$ cat src/rtl/sdw_pkg.sv
package sdw_pkg;

    localparam logic [7:0] BYTE_FILL  = 8'hFF;
    localparam logic [7:0] BYTE_START = 8'hFE;
    localparam logic [7:0] BYTE_OK    = 8'h05;

    typedef enum logic [2:0] {
        PH_CMD   = 3'd0,
        PH_ARG   = 3'd1,
        PH_WRITE = 3'd2,
        PH_SKIP  = 3'd3,
        PH_RESP  = 3'd4
    } phase_e;

    typedef enum logic [1:0] {
        K_FILL  = 2'd0,
        K_START = 2'd1,
        K_OPEN  = 2'd2
    } cmd_kind_e;

    typedef struct packed {
        phase_e     nxt;
        logic [7:0] ans;
    } step_t;

    function automatic cmd_kind_e classify(input logic [7:0] b);
        if (b == BYTE_FILL)       return K_FILL;
        else if (b == BYTE_START) return K_START;
        else                      return K_OPEN;
    endfunction

endpackage

$ cat src/rtl/sdw_count.sv
module sdw_count #(
    parameter int W = 4
) (
    input  logic         clk,
    input  logic         rst,
    input  logic         clr,
    input  logic         inc,
    output logic [W-1:0] q
);
    always_ff @(posedge clk) begin
        if (rst || clr) q <= '0;
        else if (inc)   q <= q + 1'b1;
    end
endmodule

$ cat src/rtl/sdw_store_port.sv
module sdw_store_port (
    input  logic       clk,
    input  logic       rst,
    input  logic       go,
    input  logic [7:0] din,
    output logic       wr_en,
    output logic [7:0] wr_data
);
    always_ff @(posedge clk) begin
        if (rst) begin
            wr_en   <= 1'b0;
            wr_data <= '0;
        end else begin
            wr_en <= go;
            if (go) wr_data <= din;
        end
    end
endmodule

$ cat src/rtl/sdw_resp_buf.sv
module sdw_resp_buf (
    input  logic       clk,
    input  logic       rst,
    input  logic       load,
    input  logic [7:0] din,
    output logic [7:0] q
);
    always_ff @(posedge clk) begin
        if (rst)       q <= '0;
        else if (load) q <= din;
    end
endmodule

$ cat src/rtl/sdw_card_rx.sv
module sdw_card_rx
    import sdw_pkg::*;
#(
    parameter int BLOCK_LEN = 512,
    parameter int ARG_LEN   = 5
) (
    input  logic       clk,
    input  logic       rst,
    input  logic       rx_valid,
    input  logic [7:0] rx_byte,
    output logic [7:0] tx_byte,
    output logic [2:0] phase,
    output logic [5:0] cmd_index,
    input  logic       st_ready,
    output logic       st_wr_en,
    output logic [7:0] st_wr_data
);
    localparam int CNT_W = $clog2(BLOCK_LEN + 1);
    localparam int ARG_W = $clog2(ARG_LEN + 1);
    localparam logic [CNT_W-1:0] WC_LAST = CNT_W'(BLOCK_LEN - 1);
    localparam logic [ARG_W-1:0] AG_LAST = ARG_W'(ARG_LEN - 1);

    phase_e           ph_q;
    logic [7:0]       tx_q;
    logic [5:0]       idx_q;
    step_t            st;
    logic             wc_clr, wc_inc, sk_clr, sk_inc, ag_clr, ag_inc;
    logic             idx_load, resp_load, wr_go;
    logic [CNT_W-1:0] wc_q;
    logic [1:0]       sk_q;
    logic [ARG_W-1:0] ag_q;
    logic [7:0]       resp_q;

    sdw_count #(.W(CNT_W)) u_wcnt (.clk(clk), .rst(rst), .clr(wc_clr), .inc(wc_inc), .q(wc_q));
    sdw_count #(.W(2))     u_skip (.clk(clk), .rst(rst), .clr(sk_clr), .inc(sk_inc), .q(sk_q));
    sdw_count #(.W(ARG_W)) u_arg  (.clk(clk), .rst(rst), .clr(ag_clr), .inc(ag_inc), .q(ag_q));

    sdw_resp_buf u_resp (.clk(clk), .rst(rst), .load(resp_load), .din(BYTE_OK), .q(resp_q));

    sdw_store_port u_store (
        .clk(clk), .rst(rst), .go(wr_go), .din(rx_byte),
        .wr_en(st_wr_en), .wr_data(st_wr_data)
    );

    always_comb begin
        st.nxt    = ph_q;
        st.ans    = tx_q;
        wc_clr    = 1'b0;
        wc_inc    = 1'b0;
        sk_clr    = 1'b0;
        sk_inc    = 1'b0;
        ag_clr    = 1'b0;
        ag_inc    = 1'b0;
        idx_load  = 1'b0;
        resp_load = 1'b0;
        wr_go     = 1'b0;
        if (rx_valid) begin
            unique case (ph_q)
                PH_CMD: begin
                    st.ans = BYTE_FILL;
                    unique case (classify(rx_byte))
                        K_FILL:  st.nxt = PH_CMD;
                        K_START: begin
                            st.nxt = PH_WRITE;
                            wc_clr = 1'b1;
                        end
                        default: begin
                            st.nxt   = PH_ARG;
                            idx_load = 1'b1;
                            ag_clr   = 1'b1;
                        end
                    endcase
                end
                PH_ARG: begin
                    st.ans = BYTE_FILL;
                    if (ag_q == AG_LAST) begin
                        st.nxt = PH_CMD;
                        ag_clr = 1'b1;
                    end else begin
                        ag_inc = 1'b1;
                    end
                end
                PH_WRITE: begin
                    st.ans = rx_byte;
                    wr_go  = st_ready;
                    wc_inc = 1'b1;
                    if (!st_ready || wc_q == WC_LAST) begin
                        st.nxt = PH_SKIP;
                        sk_clr = 1'b1;
                    end
                end
                PH_SKIP: begin
                    st.ans = BYTE_FILL;
                    if (sk_q == 2'd1) begin
                        st.nxt    = PH_RESP;
                        resp_load = 1'b1;
                        wc_clr    = 1'b1;
                        sk_clr    = 1'b1;
                    end else begin
                        sk_inc = 1'b1;
                    end
                end
                PH_RESP: begin
                    st.ans = resp_q;
                    st.nxt = PH_CMD;
                end
                default: begin
                    st.ans = BYTE_FILL;
                    st.nxt = PH_CMD;
                end
            endcase
        end
    end

    always_ff @(posedge clk) begin
        if (rst) begin
            ph_q  <= PH_CMD;
            tx_q  <= BYTE_FILL;
            idx_q <= '0;
        end else begin
            ph_q <= st.nxt;
            tx_q <= st.ans;
            if (idx_load) idx_q <= rx_byte[5:0];
        end
    end

    assign tx_byte   = tx_q;
    assign phase     = ph_q;
    assign cmd_index = idx_q;

    AST_STROBE_NEEDS_WRITE: assert property (@(posedge clk) disable iff (rst)
        st_wr_en |-> $past(ph_q == PH_WRITE && rx_valid && st_ready));
    AST_COUNT_BOUND: assert property (@(posedge clk) disable iff (rst)
        wc_q <= CNT_W'(BLOCK_LEN));
    AST_REFUSED_ENDS: assert property (@(posedge clk) disable iff (rst)
        (ph_q == PH_WRITE && rx_valid && !st_ready) |=> (ph_q == PH_SKIP && !st_wr_en));
    AST_SKIP_TO_RESP: assert property (@(posedge clk) disable iff (rst)
        (ph_q == PH_SKIP && rx_valid && sk_q == 2'd1) |=> (ph_q == PH_RESP && tx_q == BYTE_FILL));
    AST_RESP_ANSWER: assert property (@(posedge clk) disable iff (rst)
        (ph_q == PH_RESP && rx_valid) |=> (ph_q == PH_CMD && tx_q == BYTE_OK));
    AST_IDLE_HOLDS: assert property (@(posedge clk) disable iff (rst)
        !rx_valid |=> ($stable(ph_q) && $stable(tx_q) && !st_wr_en));
endmodule

$ cat config.mk
export PLATFORM = sky130hd
export DESIGN_NAME = sdw_card_rx
export DESIGN_NICKNAME = d
export VERILOG_FILES = /design/src/rtl/sdw_pkg.sv /design/src/rtl/sdw_count.sv /design/src/rtl/sdw_store_port.sv /design/src/rtl/sdw_resp_buf.sv /design/src/rtl/sdw_card_rx.sv
export SDC_FILE = /design/constraint.sdc
export NUM_CORES = 1
export LEC_CHECK = 0
export BUFFER_PORTS_ARGS = -buffer_cell sky130_fd_sc_hd__buf_2
export CORE_ASPECT_RATIO = 0.8
export CORE_MARGIN = 2
export CORE_UTILIZATION = 40
export CTS_CLUSTER_DIAMETER = 50
export DETAILED_ROUTE_END_ITERATION = 8
export HOLD_SLACK_MARGIN = 0.03
export SETUP_SLACK_MARGIN = 0.05
export SYNTH_ARGS = -nofsm -noshare
export SYNTH_HDL_FRONTEND = slang
export SYNTH_HIERARCHICAL = 1
export SYNTH_SLANG_ARGS = --single-unit
export TNS_END_PERCENT = 100
$ cat constraint.sdc
create_clock -name clk -period 2.4 [get_ports clk]
set_input_delay 0.24 -clock clk [delete_from_list [all_inputs] [get_ports clk]]
set_output_delay 0.24 -clock clk [all_outputs]
set_load 0.02 [all_outputs]
==> summary.md, run 1 <==
| Metric | Value |
|---|---|
| Maximum clock path buffer count | `2` |
| # resized after CTS | `0` |
| First-pass GRT wire length | `7.65 mm` |
| Yosys Warn Count | `6` |
| Via density per instance | `between 5 and 6` |
| Syn avg cell area | `around 9.7 um2` |
| Die Ht | `roughly 70 um` |
| Share of cells above drive strength 1 | `between 20% and 30%` |
| CTS sink cnt | `slightly below 50` |
| Diode count | `0` |
| Post-synth top area share | `a little under half` |
| DRC | `0` |
| Largest net degree at the start of global routing | `19` |
| Final hold vios | `0` |
| 1st-iter DRT viols | `about 80` |
| Setup TNS | `0 ps` |
| Combinational share of power | `7.1%` |
| Area contributors post-synth | `dfxtp_1, mux2i_1, nor2_1` |
| Area of the multi-input gates | `approximately 1100 um2` |
| Maximum VDD drop | `around 0.28 mV` |
| Sw frac | `24.4%` |
| Post-synth top cells | `dfxtp_1, nor2_1, mux2i_1` |
| Synth async-reset ratio | `0%` |
| Die Wd | `between 80 and 90 um` |
| Max Freq | `515 MHz` |
| Final WL | `4.47 mm` |
| Worst Hold Path EP | `u_store/wr_data[7]` |
| Wire per inst | `13.7 um` |
| Yosys cell types | `50` |
| Critical path arrival | `about 2100 ps` |
| Design Power | `approximately 1.4 mW` |
| Critical Path Start Type | `flip-flop` |
| Row count | `23` |
| Sw power | `343 uW` |
| Post-synthesis sequential area ratio | `around 45%` |
| Worst-path clk slew | `90 ps` |
| Max Cap Viol | `0` |
| Final Cycle Share | `slightly above 80%` |
| TritonCTS clock tree | `yes` |
| FF+latch count, synth | `49` |
| Status | `finished, final reports clean` |
| Max-slew headroom | `between 50% and 60%` |
| Vias in the first global route | `~1600` |
| Actual slew at the worst max-slew pin | `just over 600 ps` |
| Synth-to-Final Area Change | `14.4%` |
| Nets | `between 200 and 300` |
| Post-synth EDFFs | `0` |
| Post-route insts no fill | `327` |
| Leakage | `approximately 0.96 nW` |
| Filler cell count | `about 510` |
| FF/Latch Area | `just under 1000 um2` |
| Internal cell power | `~1.1 mW` |
| Htree depth | `2` |
| Layout Skew | `between 9 and 10 ps` |
| Worst R2R Start | `phase[2]` |
| Final HPWL DP | `approximately 3.2 mm` |
| Critical Path Fanout Max | `9` |
| Root Buffer | `clkbuf_8` |
| Hold_sp | `rx_byte[7]` |
| Setup Fix Bufs, Post-CTS | `0` |
| Critical Path Sink Type | `flip-flop` |
| Area leader, netlist | `dfxtp_1` |
| Overflow left after global routing | `0` |
| # port buffers | `37` |
| Final WS setup | `roughly 460 ps` |
| IO Pins | `38` |
| Cell Area, Synth | `2160 um2` |
| Hold_buf cts | `0` |
| Clk_lat worst skew | `300 ps` |
| Clock share of power | `between 30% and 40%` |
| Register-to-register setup slack | `460 ps` |
| Crit Path Category | `flip-flop to flip-flop` |
| CP required | `between 2000 and 3000 ps` |
| Core Footprint | `a little over 5000 um2` |
| Starting Density | `approximately 42%` |
| Worst hold path cell count | `3` |
| Mapped Cells | `around 220` |
| FF-to-FF path depth | `6` |
| Slew Viols, Final | `0` |
| Power density over the cells | `around 570 nW/um2` |
| Antenna violations before repair | `0` |
| Count leader, synth | `dfxtp_1` |
| Reg power frac | `between 50% and 60%` |
| Die area | `6020 um2` |
| Fin crit period | `1940 ps` |
| Dpl cells | `319` |
| Finish-stage setup viols | `0` |
| Synth Flop Type | `dfxtp_1` |
| Pre-CTS WS | `468 ps` |
| TritonRoute pass-1 iters | `4` |
| Worst R2R End | `u_store/wr_data[1]` |
| Total global-route track usage | `15.8%` |
| Number of routed nets with antenna violations | `0` |
| Unrepaired setup endpoints after global routing | `false` |
| CTS Buf Count | `5` |
| Vias | `about 1700` |
| GP Congestion | `between 0.7 and 0.8` |
| Worst min path class | `input port to flip-flop` |
[sequential cells by signal, indices dropped and copies added, names as in the netlist]
register / flops
u_skip/q: 2
cmd_index: 6
u_resp/q: 8
u_store/wr_data: 8
u_wcnt/q: 10
u_store/wr_en: 1
u_arg/q: 3
phase: 3
tx_byte: 8
[cell type report]
class	count	share of cell area, %
Timing Repair Buffer	39	8.08
Inverter	5	0.758
Sequential cell	49	39.6
Clock buffer	7	3.08
Multi-Input combinational cell	164	45.0
Tap cell	62	3.13
Clock inverter	1	0.303
[power by group through the flow]
stage	logic, mW	clock network [mW]	registers [mW]
2_1_floorplan	0.0533	0	0.857
4_1_cts	0.102	0.494	0.830
3_5_place_dp	0.102	0	0.849
6_report	0.100	0.477	0.830
3_3_place_gp	0.101	0	0.849
5_1_grt	0.111	0.529	0.832
[how the worst max path moves through the flow]
stage              from                  to  slack [ps]  cells after the start
4_1_cts        phase[1]         u_wcnt/q[0]         460                      6
6_report       phase[2]  u_store/wr_data[1]         460                      6
5_1_grt        phase[2]  u_store/wr_data[1]         260                      6
3_3_place_gp   rx_valid  u_store/wr_data[6]         470                      7
3_5_place_dp   phase[1]         u_wcnt/q[1]         470                      6
2_1_floorplan  phase[2]         u_wcnt/q[8]         470                      6
[kinds of logic after synthesis]
| family | share of synthesized area (%) |
|---|---|
| compound gates | 14.3 |
| xor+xnor | 2.43 |
| fa+ha+maj | 1.16 |
| buf+inv | 4.22 |
| flops | 45.3 |
| mux | 11.1 |
| other cells | 0.347 |
| simple gates | 21.1 |
[routing by layer]
layer | wire, um | vias to the layer above | share of wire, % | track usage (%)
met1 | 2520 | 769 | 56 | 24.9
met3 | 211 | 4 | 4.7 | 3.57
met2 | 1710 | 38 | 38 | 21.6
met5 | 0 | - | 0 | 0
met4 | 33 | 0 | 0.74 | 3.65
li1 | - | 870 | - | -
[through the flow]
step | hold WS [ps] | utilization, % | cell area [um2]
global route | 231 | 48.3 | 2480
finish | 229 | 48.3 | 2480
floorplan | 305 | - | 2190
detailed placement | 473 | 46.7 | 2390
CTS | 215 | 48.3 | 2480
global placement | 466 | 46.7 | 2390
[placed cells by master (no fill, tap or decap), drive strengths merged, types with 3 or more instances in the layout]
cell    instances
xor2            3
o21ai           6
nand3           3
dfxtp          49
buf            39
clkbuf          7
nand2          16
a21oi           7
o22a            8
or4             3
conb            8
o22ai           8
nor3            5
mux2i          24
nand2b          4
xnor2           3
nor2           32
inv             4
or3             3
nand4           6
[worst max-delay path, stage by stage (launching register included)]
cell,delay [ps]
dfxtp_1,430
nand2b_4,210
nor3b_1,220
buf_4,200
and2_1,470
mux2i_1,250
nor2_1,50
(Power assumes the default switching activity.)
==> run 2, diff against run 1 <==
==> constraint.sdc (replaced) <==
create_clock -name clk -period 1.61 [get_ports clk]
set_input_delay 0.161 -clock clk [delete_from_list [all_inputs] [get_ports clk]]
set_output_delay 0.161 -clock clk [all_outputs]
set_load 0.02 [all_outputs]
==> summary.md, run 2 (same netlist as run 1, synthesis figures left out) <==
| Metric | Value |
|---|---|
| CTS sink cnt | `49 (unchanged)` |
| Total global-route track usage | `16.9% (was 15.8%)` |
| 1st-iter DRT viols | `88 (was 82)` |
| Met3 usage | `4.29% (was 3.57%)` |
| GP Congestion | `0.860 (was 0.778)` |
| CTS Buf Count | `5 (unchanged)` |
| Number of routed nets with antenna violations | `0 (unchanged)` |
| Area of the multi-input gates | `1170 um2 (was 1110 um2)` |
| Nets | `293 (was 278)` |
| Vias in the first global route | `1617 (was 1565)` |
| Critical Path Fanout Max | `7 (was 9)` |
| Via density per instance | `5.16 (was 5.14)` |
| Die Wd | `86.2 um (unchanged)` |
| Slew Viols, Final | `0 (unchanged)` |
| Die Ht | `69.8 um (unchanged)` |
| Worst min path class | `input port to flip-flop (unchanged)` |
| Design Power | `2.10 mW (was 1.41 mW)` |
| Max Cap Viol | `0 (unchanged)` |
| GR peak layer | `met1 (unchanged)` |
| Largest net degree at the start of global routing | `23 (was 19)` |
| Post-route insts no fill | `342 (was 327)` |
| Largest Register | `u_wcnt/q (unchanged)` |
| Core Footprint | `5120 um2 (unchanged)` |
| Antenna violations before repair | `0 (unchanged)` |
| Final Cycle Share | `95.4% (was 80.9%)` |
| Routing usage on met2 | `22.6% (was 21.6%)` |
| Vias | `1764 (was 1681)` |
| Most frequent cells in the layout | `dfxtp_1, buf_2, nor2_1, mux2i_1 (was dfxtp_1, buf_2, nor2_1, mux2i_1, nand2_1)` |
| # port buffers | `37 (unchanged)` |
| Overflow left after global routing | `0 (unchanged)` |
| Critical Path Start Type | `flip-flop (unchanged)` |
| FF/Latch Area | `988 um2 (was 981 um2)` |
| Leakage | `1.06 nW (was 0.955 nW)` |
| Synth-to-Final Area Change | `23.5% (was 14.4%)` |
| Filler cell count | `482 (was 511)` |
| Clk_lat worst skew | `300 ps (about the same)` |
| Power density over the cells | `784 nW/um2 (was 568 nW/um2)` |
| Slowest Stage Delay on Critical Path | `420 ps (was 470 ps)` |
| CP max stage cell | `or4_1 (was and2_1)` |
| Maximum clock path buffer count | `2 (unchanged)` |
| Cell family with most CP delay | `simple AND/OR/NAND/NOR gates (unchanged)` |
| CP cell instances | `nand2b_4 > nor3b_2 > buf_4 > nand4_4 > or4_1 > a21oi_1 (was nand2b_4 > nor3b_1 > buf_4 > and2_1 > mux2i_1 > nor2_1)` |
| Critical path arrival | `1770 ps (was 2130 ps)` |
| Max Freq | `651 MHz (was 515 MHz)` |
| Setup TNS | `0 ps (unchanged)` |
| Status | `finished, final reports clean (unchanged)` |
| Dpl cells | `329 (was 319)` |
| Finish-stage setup viols | `0 (unchanged)` |
| Layout Skew | `5.37 ps (was 9.41 ps)` |
| DRC | `0 (unchanged)` |
| Buffer and inverter count on the worst path | `1 (unchanged)` |
| TritonCTS clock tree | `yes (unchanged)` |
| Wire per inst | `14.3 um (was 13.7 um)` |
| Die area | `6020 um2 (unchanged)` |
| Diode count | `0 (unchanged)` |
| Final HPWL DP | `3.42 mm (was 3.24 mm)` |
| Crit Path Category | `flip-flop to flip-flop (unchanged)` |
| Root Buffer | `clkbuf_8 (unchanged)` |
| Routing usage on met1 | `25.8% (was 24.9%)` |
| First-pass GRT wire length | `8.00 mm (was 7.65 mm)` |
| IO Pins | `38 (unchanged)` |
| Unrepaired setup endpoints after global routing | `true (was false)` |
| Hold_buf cts | `0 (unchanged)` |
| Final hold vios | `0 (unchanged)` |
| Critical Path Sink Type | `flip-flop (unchanged)` |
| Commonest non-fill, non-tap cell in the layout | `dfxtp_1 (unchanged)` |
| Row count | `23 (unchanged)` |
| Final WL | `4.90 mm (was 4.47 mm)` |
| CP required | `1850 ps (was 2580 ps)` |
| Fin crit period | `1540 ps (was 1940 ps)` |
| Maximum VDD drop | `0.351 mV (was 0.278 mV)` |
| TritonRoute pass-1 iters | `4 (unchanged)` |
| Htree depth | `2 (unchanged)` |
| Starting Density | `42.3% (unchanged)` |
| Worst-path clk slew | `80 ps (was 90 ps)` |
| Share of cells above drive strength 1 | `31.8% (was 23.0%)` |
| Max reg flops | `10 (unchanged)` |
run 2: path summary, 6_finish.rpt:
check	cells past startpoint	startpoint	slack, ps	to
setup reg to reg	6	phase[2]	70	u_wcnt/q[9]
hold reg to reg	2	tx_byte[6]	490	tx_byte[6]
setup / recovery	6	phase[2]	70	u_wcnt/q[9]
hold / removal	3	rx_byte[5]	150	cmd_index[5]
run 2: metal layers:
| metal | wire (um) | vias to the layer above |
|---|---|---|
| met5 | 0 | - |
| met4 | 60 | 0 |
| met3 | 309 | 5 |
| met2 | 1970 | 51 |
| met1 | 2560 | 809 |
| li1 | - | 899 |
run 2: per-stage QoR:
stage               utilization [%]  worst slack [ps]  hold WS, ps  cell area (um2)
finish                         52.2              73.5          153             2670
floorplan                         -              14.2          226             2220
CTS                            51.0              72.0          139             2610
detailed placement             49.1             -40.7          464             2520
global route                   52.2              3.46          149             2670
global placement               49.1             -72.4          458             2520
run 2: final cells by class:
| class | instances | share of cell area, % |
|---|---|---|
| Timing Repair Buffer | 54 | 12.6 |
| Inverter | 5 | 0.796 |
| Multi-Input combinational cell | 164 | 43.7 |
| Sequential cell | 49 | 37.0 |
| Clock buffer | 8 | 3.00 |
| Tap cell | 62 | 2.90 |
run 2: report_power, final:
group | internal [mW] | switching, mW | total (mW)
Clock | 0.309 | 0.382 | 0.691
Sequential | 1.22 | 0.00862 | 1.23
Combinational | 0.0647 | 0.108 | 0.173
Total | 1.60 | 0.499 | 2.10
run 2: timing repair:
action	CTS	global route
buffers inserted	1	4
resized for setup	2	9
endpoints found under the setup margin	6	25
pin swaps	1	0
run 2: worst reg2reg max path, delay by kind of cell (launching register included):
family / cells / cell delay, ps
AOI/OAI and AO/OA: 1 / 130
buffers and inverters: 1 / 160
DFF: 1 / 350
and+or+nand+nor: 4 / 840
==> run 3, diff against run 2 <==
--- a/config.mk
+++ b/config.mk
@@ -12,6 +12,7 @@
 export CTS_CLUSTER_DIAMETER = 50
 export DETAILED_ROUTE_END_ITERATION = 8
 export HOLD_SLACK_MARGIN = 0.03
+export PLACE_DENSITY_LB_ADDON = 0.2
 export SETUP_SLACK_MARGIN = 0.05
 export SYNTH_ARGS = -nofsm -noshare
 export SYNTH_HDL_FRONTEND = slang
==> summary.md, run 3 (same netlist as run 1, synthesis figures left out) <==
| Metric | Value |
|---|---|
| Critical path arrival | `1780 ps (was 1770 ps)` |
| Design Power | `2.38 mW (was 2.10 mW)` |
| # port buffers | `37 (unchanged)` |
| Htree depth | `2 (unchanged)` |
| Crit Path Category | `flip-flop to flip-flop (unchanged)` |
| Core Footprint | `5120 um2 (unchanged)` |
| Final HPWL DP | `3.33 mm (was 3.42 mm)` |
| Clk_lat worst skew | `310 ps (was 300 ps)` |
| Diode count | `0 (unchanged)` |
| Max reg flops | `10 (unchanged)` |
| IO Pins | `38 (unchanged)` |
| Finish-stage setup viols | `0 (unchanged)` |
| CTS sink cnt | `49 (unchanged)` |
| Slowest Stage Delay on Critical Path | `520 ps (was 420 ps)` |
| First-pass GRT wire length | `7.89 mm (was 8.00 mm)` |
| Filler cell count | `486 (was 482)` |
| Critical Path Fanout Max | `8 (was 7)` |
| Commonest non-fill, non-tap cell in the layout | `dfxtp_1 (unchanged)` |
| Final Cycle Share | `97.7% (was 95.4%)` |
| Layout Skew | `4.63 ps (was 5.37 ps)` |
| Vias | `1752 (was 1764)` |
| DRC | `0 (unchanged)` |
| Worst-path clk slew | `90 ps (was 80 ps)` |
| Total global-route track usage | `16.6% (was 16.9%)` |
| Vias in the first global route | `1557 (was 1617)` |
| Wire per inst | `14.0 um (was 14.3 um)` |
| Overflow left after global routing | `0 (unchanged)` |
| TritonCTS clock tree | `yes (unchanged)` |
| Nets | `291 (was 293)` |
| Worst min path class | `input port to flip-flop (unchanged)` |
| Via density per instance | `5.15 (was 5.16)` |
| Unrepaired setup endpoints after global routing | `true (unchanged)` |
| Maximum clock path buffer count | `2 (unchanged)` |
| CP required | `1810 ps (was 1850 ps)` |
| Maximum VDD drop | `0.373 mV (was 0.351 mV)` |
| Critical Path Sink Type | `flip-flop (unchanged)` |
| Setup TNS | `0 ps (unchanged)` |
| Largest net degree at the start of global routing | `24 (was 23)` |
| Largest Register | `u_wcnt/q (unchanged)` |
| Fin crit period | `1570 ps (was 1540 ps)` |
| Fin Hold WS | `136 ps (was 153 ps)` |
| Die Ht | `69.8 um (unchanged)` |
| TritonRoute pass-1 iters | `4 (unchanged)` |
| CTS Buf Count | `5 (unchanged)` |
| Final WS setup | `36.3 ps (was 73.5 ps)` |
| WL met1 | `2.47 mm (was 2.56 mm)` |
| Final hold vios | `0 (unchanged)` |
| CP max stage cell | `or4_4 (was or4_1)` |
| Critical Path Start Type | `flip-flop (unchanged)` |
| Final Util | `52.8% (was 52.2%)` |
| Antenna violations before repair | `0 (unchanged)` |
| Met2 WL post-DR | `1.91 mm (was 1.97 mm)` |
| Met3 Routed Length | `322 um (was 309 um)` |
| Register-to-register setup slack | `40 ps (was 70 ps)` |
| Synth-to-Final Area Change | `25.0% (was 23.5%)` |
| Share of cells above drive strength 1 | `31.3% (was 31.8%)` |
| Die Wd | `86.2 um (unchanged)` |
| Row count | `23 (unchanged)` |
| GP Congestion | `0.755 (was 0.860)` |
| Status | `finished, final reports clean (unchanged)` |
| Final WL | `4.76 mm (was 4.90 mm)` |
| Max Cap Viol | `0 (unchanged)` |
| CP cell instances | `nand2b_4 > or4_4 > inv_4 > buf_12 > mux2i_1 > nor2_1 (was nand2b_4 > nor3b_2 > buf_4 > nand4_4 > or4_1 > a21oi_1)` |
| 1st-iter DRT viols | `135 (was 88)` |
| Pre-CTS WS | `17.0 ps (was -40.7 ps)` |
| Starting Density | `42.3% (unchanged)` |
| Number of routed nets with antenna violations | `0 (unchanged)` |
| Power density over the cells | `881 nW/um2 (was 784 nW/um2)` |
| Slew Viols, Final | `0 (unchanged)` |
| Most frequent cells in the layout | `dfxtp_1, buf_2, nor2_1, mux2i_1, nand2_1 (was dfxtp_1, buf_2, nor2_1, mux2i_1)` |
| Max Freq | `635 MHz (was 651 MHz)` |
| Leakage | `1.06 nW (about the same)` |
| Root Buffer | `clkbuf_8 (unchanged)` |
| Die area | `6020 um2 (unchanged)` |
| Top layer in use | `met4 (unchanged)` |
-- run 3: per-layer routing --
metal,GRT usage [%],up-vias
met4,4.69,0
met3,5.24,7
met2,22.2,53
met1,25.2,793
met5,0,-
li1,-,899
-- run 3: final timing paths --
check | startpoint | cells after the start | to
setup / recovery | phase[2] | 6 | u_resp/q[3]
hold / removal | rx_byte[6] | 3 | u_store/wr_data[6]
setup reg to reg | phase[2] | 6 | u_resp/q[3]
hold reg to reg | tx_byte[5] | 2 | tx_byte[5]
-- run 3: critical path: cells and delay by family (launching register included) --
family / cells / cell delay [ps]
buffers and inverters: 2 / 210
flip-flops: 1 / 350
AND/OR/NAND/NOR: 3 / 740
multiplexers: 1 / 180
-- run 3: layout make-up --
class	instances	area [um2]	share of cell area, %
multi-input combinational	165	1170	43.3
sequential	49	987	36.5
timing repair buffer	51	319	11.8
clock buffer	6	93.8	3.47
tap	62	77.6	2.87
clock inverter	2	35.0	1.29
inverter	5	21.3	0.786
-- run 3: power by group --
| group | internal (mW) | switching (mW) | leakage (nW) |
|---|---|---|---|
| Combinational | 0.0634 | 0.109 | 0.597 |
| Sequential | 1.22 | 0.00840 | 0.398 |
| Clock | 0.555 | 0.426 | 0.0663 |
-- run 3: what timing repair did --
action | in CTS | in global routing
resized for setup | 2 | 9
pin swaps | 1 | 12
endpoints found under the setup margin | 24 | 23
cloned | 0 | 1
buffers inserted | 1 | 3
hold buffers | 0 | 0
-- run 3: stage by stage --
stage               std cells  area, um2
floorplan                 229       2220
global placement          327       2500
detailed placement        327       2500
CTS                       336       2640
global route              340       2710
finish                    340       2710
